$ cat src/rtl/sb_pkg.sv
package sb_pkg;
  localparam int SB_W   = 8;
  localparam int RD_W   = 16;
  localparam int B_CSUM = 2;
  localparam int B_QSUM = 3;
  localparam int B_MAV  = 4;
  localparam int B_ESB  = 5;
  localparam int B_REQ  = 6;
  localparam int B_OSUM = 7;

  localparam logic [SB_W-1:0] SUM_MASK = ~(SB_W'(1) << B_REQ);

  function automatic logic [RD_W-1:0] pack_rd(input logic [SB_W-1:0] s, input logic b6);
    logic [RD_W-1:0] r;
    r          = '0;
    r[SB_W-1:0] = s;
    r[B_REQ]   = b6;
    r[1:0]     = 2'b00;
    return r;
  endfunction
endpackage

$ cat src/rtl/sb_event_sum.sv
module sb_event_sum #(
  parameter int W = 16
) (
  input  logic [W-1:0] evt_i,
  input  logic [W-1:0] en_i,
  output logic         hit_o
);
  always_comb hit_o = |(evt_i & en_i);
endmodule

$ cat src/rtl/sb_summary.sv
module sb_summary
  import sb_pkg::*;
#(
  parameter int COND_W = 8,
  parameter int QUES_W = 16,
  parameter int OPER_W = 16
) (
  input  logic              clk,
  input  logic              rst,
  input  logic [COND_W-1:0] cond_i,
  input  logic [QUES_W-1:0] ques_evt_i,
  input  logic [QUES_W-1:0] ques_en_i,
  input  logic [OPER_W-1:0] oper_evt_i,
  input  logic [OPER_W-1:0] oper_en_i,
  input  logic              mav_i,
  input  logic              esb_i,
  output logic [SB_W-1:0]   stb_o
);
  logic q_hit, o_hit;
  logic [SB_W-1:0] nxt;

  sb_event_sum #(.W(QUES_W)) u_ques (.evt_i(ques_evt_i), .en_i(ques_en_i), .hit_o(q_hit));
  sb_event_sum #(.W(OPER_W)) u_oper (.evt_i(oper_evt_i), .en_i(oper_en_i), .hit_o(o_hit));

  always_comb begin
    nxt         = '0;
    nxt[B_CSUM] = |cond_i;
    nxt[B_QSUM] = q_hit;
    nxt[B_MAV]  = mav_i;
    nxt[B_ESB]  = esb_i;
    nxt[B_OSUM] = o_hit;
  end

  always_ff @(posedge clk) begin
    if (rst) stb_o <= '0;
    else     stb_o <= nxt;
  end
endmodule

$ cat src/rtl/sb_sre_reg.sv
module sb_sre_reg
  import sb_pkg::*;
(
  input  logic            clk,
  input  logic            rst,
  input  logic            we_i,
  input  logic [SB_W-1:0] wdata_i,
  output logic [SB_W-1:0] sre_o
);
  for (genvar i = 0; i < SB_W; i++) begin : g_bit
    if (i == B_REQ) begin : g_fixed
      assign sre_o[i] = 1'b0;
    end else begin : g_store
      logic q;
      always_ff @(posedge clk) begin
        if (rst)       q <= 1'b0;
        else if (we_i) q <= wdata_i[i];
      end
      assign sre_o[i] = q;
    end
  end
endmodule

$ cat src/rtl/sb_request.sv
module sb_request
  import sb_pkg::*;
(
  input  logic            clk,
  input  logic            rst,
  input  logic [SB_W-1:0] stb_i,
  input  logic [SB_W-1:0] sre_i,
  output logic            mss_o,
  output logic            rqs_o
);
  logic mss_prev;

  always_comb mss_o = |(stb_i & sre_i & SUM_MASK);

  always_ff @(posedge clk) begin
    if (rst) begin
      mss_prev <= 1'b0;
      rqs_o    <= 1'b0;
    end else begin
      mss_prev <= mss_o;
      if (!mss_o)        rqs_o <= 1'b0;
      else if (!mss_prev) rqs_o <= 1'b1;
    end
  end
endmodule

$ cat src/rtl/sb_readout.sv
module sb_readout
  import sb_pkg::*;
(
  input  logic            clk,
  input  logic            rst,
  input  logic            poll_req_i,
  input  logic            query_req_i,
  input  logic [SB_W-1:0] stb_i,
  input  logic            rqs_i,
  input  logic            mss_i,
  output logic [RD_W-1:0] rd_data_o,
  output logic            rd_vld_o
);
  always_ff @(posedge clk) begin
    if (rst) begin
      rd_data_o <= '0;
      rd_vld_o  <= 1'b0;
    end else begin
      rd_vld_o <= poll_req_i | query_req_i;
      if (poll_req_i)       rd_data_o <= pack_rd(stb_i, rqs_i);
      else if (query_req_i) rd_data_o <= pack_rd(stb_i, mss_i);
    end
  end
endmodule

$ cat src/rtl/sb_status_top.sv
module sb_status_top
  import sb_pkg::*;
#(
  parameter int COND_W = 8,
  parameter int QUES_W = 16,
  parameter int OPER_W = 16
) (
  input  logic              clk,
  input  logic              rst,
  input  logic [COND_W-1:0] cond_i,
  input  logic [QUES_W-1:0] ques_evt_i,
  input  logic [QUES_W-1:0] ques_en_i,
  input  logic [OPER_W-1:0] oper_evt_i,
  input  logic [OPER_W-1:0] oper_en_i,
  input  logic              mav_i,
  input  logic              esb_i,
  input  logic              sre_we_i,
  input  logic [7:0]        sre_wdata_i,
  output logic [7:0]        sre_o,
  input  logic              poll_req_i,
  input  logic              query_req_i,
  output logic [15:0]       rd_data_o,
  output logic              rd_vld_o,
  output logic              srq_o
);
  logic [SB_W-1:0] stb_w;
  logic            mss_w;
  logic            rqs_w;

  sb_summary #(.COND_W(COND_W), .QUES_W(QUES_W), .OPER_W(OPER_W)) u_sum (
    .clk(clk), .rst(rst), .cond_i(cond_i),
    .ques_evt_i(ques_evt_i), .ques_en_i(ques_en_i),
    .oper_evt_i(oper_evt_i), .oper_en_i(oper_en_i),
    .mav_i(mav_i), .esb_i(esb_i), .stb_o(stb_w)
  );

  sb_sre_reg u_sre (
    .clk(clk), .rst(rst), .we_i(sre_we_i), .wdata_i(sre_wdata_i), .sre_o(sre_o)
  );

  sb_request u_req (
    .clk(clk), .rst(rst), .stb_i(stb_w), .sre_i(sre_o), .mss_o(mss_w), .rqs_o(rqs_w)
  );

  sb_readout u_rd (
    .clk(clk), .rst(rst), .poll_req_i(poll_req_i), .query_req_i(query_req_i),
    .stb_i(stb_w), .rqs_i(rqs_w), .mss_i(mss_w),
    .rd_data_o(rd_data_o), .rd_vld_o(rd_vld_o)
  );

  assign srq_o = rqs_w;
endmodule

$ cat config.mk
export PLATFORM = sky130hd
export DESIGN_NAME = sb_status_top
export DESIGN_NICKNAME = d
export VERILOG_FILES = /design/src/rtl/sb_pkg.sv /design/src/rtl/sb_event_sum.sv /design/src/rtl/sb_summary.sv /design/src/rtl/sb_sre_reg.sv /design/src/rtl/sb_request.sv /design/src/rtl/sb_readout.sv /design/src/rtl/sb_status_top.sv
export SDC_FILE = /design/constraint.sdc
export NUM_CORES = 1
export LEC_CHECK = 0
export BUFFER_PORTS_ARGS = -buffer_cell sky130_fd_sc_hd__clkbuf_2
export CAP_MARGIN = 0
export CORE_MARGIN = 2
export CORE_UTILIZATION = 36
export CTS_CLUSTER_DIAMETER = 40
export DETAILED_ROUTE_END_ITERATION = 16
export PLACE_DENSITY = 0.85
export SLEW_MARGIN = 20
export SYNTH_ARGS = -nofsm -noshare
export SYNTH_HDL_FRONTEND = slang
export SYNTH_SLANG_ARGS = --single-unit
$ cat constraint.sdc
create_clock -name clk -period 3 [get_ports clk]
set_input_delay 0.6 -clock clk [delete_from_list [all_inputs] [get_ports clk]]
set_output_delay 0.6 -clock clk [all_outputs]
set_load 0.02 [all_outputs]
==> impl_metrics.tcl <==
set metrics [dict create \
    fmax_mhz 680 \
    insertion_delay_ps 300 \
    num-fill-cells 267 \
    tritoncts "built" \
    place_area_mm2 0.00144 \
    synth_fa_ha_area_share_pct 0 \
    die_area_mm2 0.00324 \
    grtUsageTotal_pct 16.2 \
    synth_seq_cells 21 \
    grt_pass1_wl_um 4180 \
    synth_area_mm2 0.00101 \
    avgSynthCellArea_um2 9.35 \
    dp.cells 228 \
    gp_congestion 0.759 \
    crit_type "reg2out" \
    vias 1121 \
    io_buffers 100 \
    yosysWarnings 0 \
    die_y_um 57.0 \
    start_kind "register" \
    drtAntennaViolNets 0 \
    htreeDepth 1 \
    crit_chain "clkbuf_2" \
    syn2layout_area_growth_pct 44.9 \
    ctsLongestPathBuffers 2 \
    slowest_stage "dfxtp_1" \
    antenna_found_initial 0 \
    seq_area_frac_synth_pct 41.6 \
    vias_per_cell 4.83 \
    fin_tns_setup_ps 0 \
    cts_made_buffers 3 \
    utilization_pct 54.0 \
    maxCapViolations 0 \
    final_area_mm2 0.00146 \
    yosysUniqueCellTypes 22 \
    grt_overflow 0 \
    synth_compound_area_share_pct 25.9 \
    drcViolationCount 0 \
    min_path_type "reg2reg" \
    dp_hpwl_um 2330 \
    max_stage_delay_ps 380 \
    syn_inst 108 \
    hold_viol 0 \
    p_leak_uw 0.000813 \
    cts_num_sinks 21 \
    cts_resized 0 \
    finalCritPeriodShare_pct 49.0 \
    power_uw 581 \
    grt_pass1_vias 1015 \
    rows 19 \
    synthSimpleGateAreaFrac_pct 9.17 \
    required_ps 2400 \
    clock_skew_ps 4.61 \
    core_mm2 0.00271 \
    wirelength_um 2650 \
    crit_fanout 3 \
    grt_max_degree 21 \
    die_x_um 57.0 \
    clk_pin_slew_ps 110 \
    power_density_mw_per_mm2 397 \
    synth_mux_area_share_pct 6.94 \
    status "completed" \
    post_cts_buffers 0 \
    synth_top_family_by_area "compound AO/OA/AOI/OAI gates" \
    start_util_pct 37.3 \
    io_pins 113 \
    wl_per_cell_um 11.4 \
    drv_slew 0 \
    final.min_clock_period_ps 1470 \
    first_pass_iters 4 \
    rsz0062_at_grt "false" \
    cp_top_family "flip-flops" \
    path_buf_inv 1 \
    diodes 0 \
    report.final.setup_viol 0 \
    synthXorXnorAreaFrac_pct 0 \
    stdcell_count 232 \
    cp.arrival_ps 870 \
    regToRegSetupSlack_ps 1880 \
    drive_above_1_share_pct 52.7 \
    root_buffer "clkbuf_4" \
    drtIter0Drc 38 \
    cts_hold_buf 0 \
    cp-end-kind "primary output" \
    nNetsFinal 289 \
    peakVddDrop_v 0.000255 \
]
power by group:
group | internal (µW) | switching (µW)
registers | 296 | 9.16
clock network | 51.9 | 82.1
logic | 71.0 | 71.2
total | 419 | 162
cell type report:
cell class / instances / area (µm²) / area share [%]
multi-input combinational: 73 / 465 / 31.8
sequential: 21 / 420 / 28.7
inverter: 3 / 11.3 / 0.770
tap: 31 / 38.8 / 2.65
timing repair buffer: 100 / 500 / 34.2
clock buffer: 4 / 26.3 / 1.80
metrics by stage:
stage                     worst slack [ps]  hold WS (ps)
after floorplan                       1690           388
after global placement                1540           392
after detailed placement              1500           415
after CTS                             1530           429
after global routing                  1480           467
final                                 1530           433
synthesized netlist by cell type, drive strengths merged:
library cell / instances / share of area, %
nor2: 9 / 3.6
a21o: 1 / 0.74
a22o: 6 / 5.2
o21ai: 5 / 2.5
and3: 2 / 1.2
nand2: 5 / 1.9
mux2i: 7 / 6.9
a21oi: 7 / 3.5
dfxtp: 21 / 42
a222oi: 1 / 0.99
a31oi: 2 / 1.2
buf: 21 / 15
conb: 1 / 0.37
a221oi: 6 / 6.4
nor4: 2 / 1.2
nor2b: 2 / 1.2
o32ai: 1 / 0.87
a22oi: 6 / 4.5
inv: 3 / 1.1
placed cells by master, fill, tap and decap left out:
cell type and n:
mux2i_1 7, a21o_1 1, nor4_1 2, o21ai_0 5, a22o_1 6, nand2_1 5, clkbuf_1 1, nor2_2 1
and3_1 2, o32ai_1 1, conb_1 11, a222oi_1 1, clkbuf_4 3, a21oi_1 7, nor2_1 8, dfxtp_1 21
a22oi_1 6, nor2b_1 2, clkbuf_2 100, inv_1 3, a221oi_2 2, a31oi_1 2, a221oi_1 4
metal layers:
layer	GRT usage (%)	up-vias	wire length, µm	share of wire, %
met3	4.08	7	263	9.9
met4	5.98	0	41	1.5
met1	18.2	486	1010	38
met2	29.4	74	1330	50
met5	0	-	0	0
li1	-	554	-	-
kinds of logic (layout without fill, tap and decap cells):
logic type,Yosys count,count (layout)
flops,21,21
other cells,1,11
buf+inv,24,107
mux,7,7
simple gates,20,20
compound gates,35,35
registers in the layout, summed over array words and instances, names as in the netlist:
| name | flops |
|---|---|
| u_sre.g_bit.g_store.q | 7 |
| u_rd.rd_data_o | 6 |
| u_sum.stb_o | 5 |
| u_req.rqs_o | 1 |
| u_req.mss_prev | 1 |
| u_rd.rd_vld_o | 1 |
worst paths after layout:
path         cells after the start                     start                end
max                              1               u_req.rqs_o              srq_o
min                              1            u_req.mss_prev        u_req.rqs_o
max reg2reg                      3  u_sre.g_bit[7].g_store.q  u_rd.rd_data_o[6]
min reg2reg                      1            u_req.mss_prev        u_req.rqs_o
Note: power is estimated with default switching activity, not from simulation.
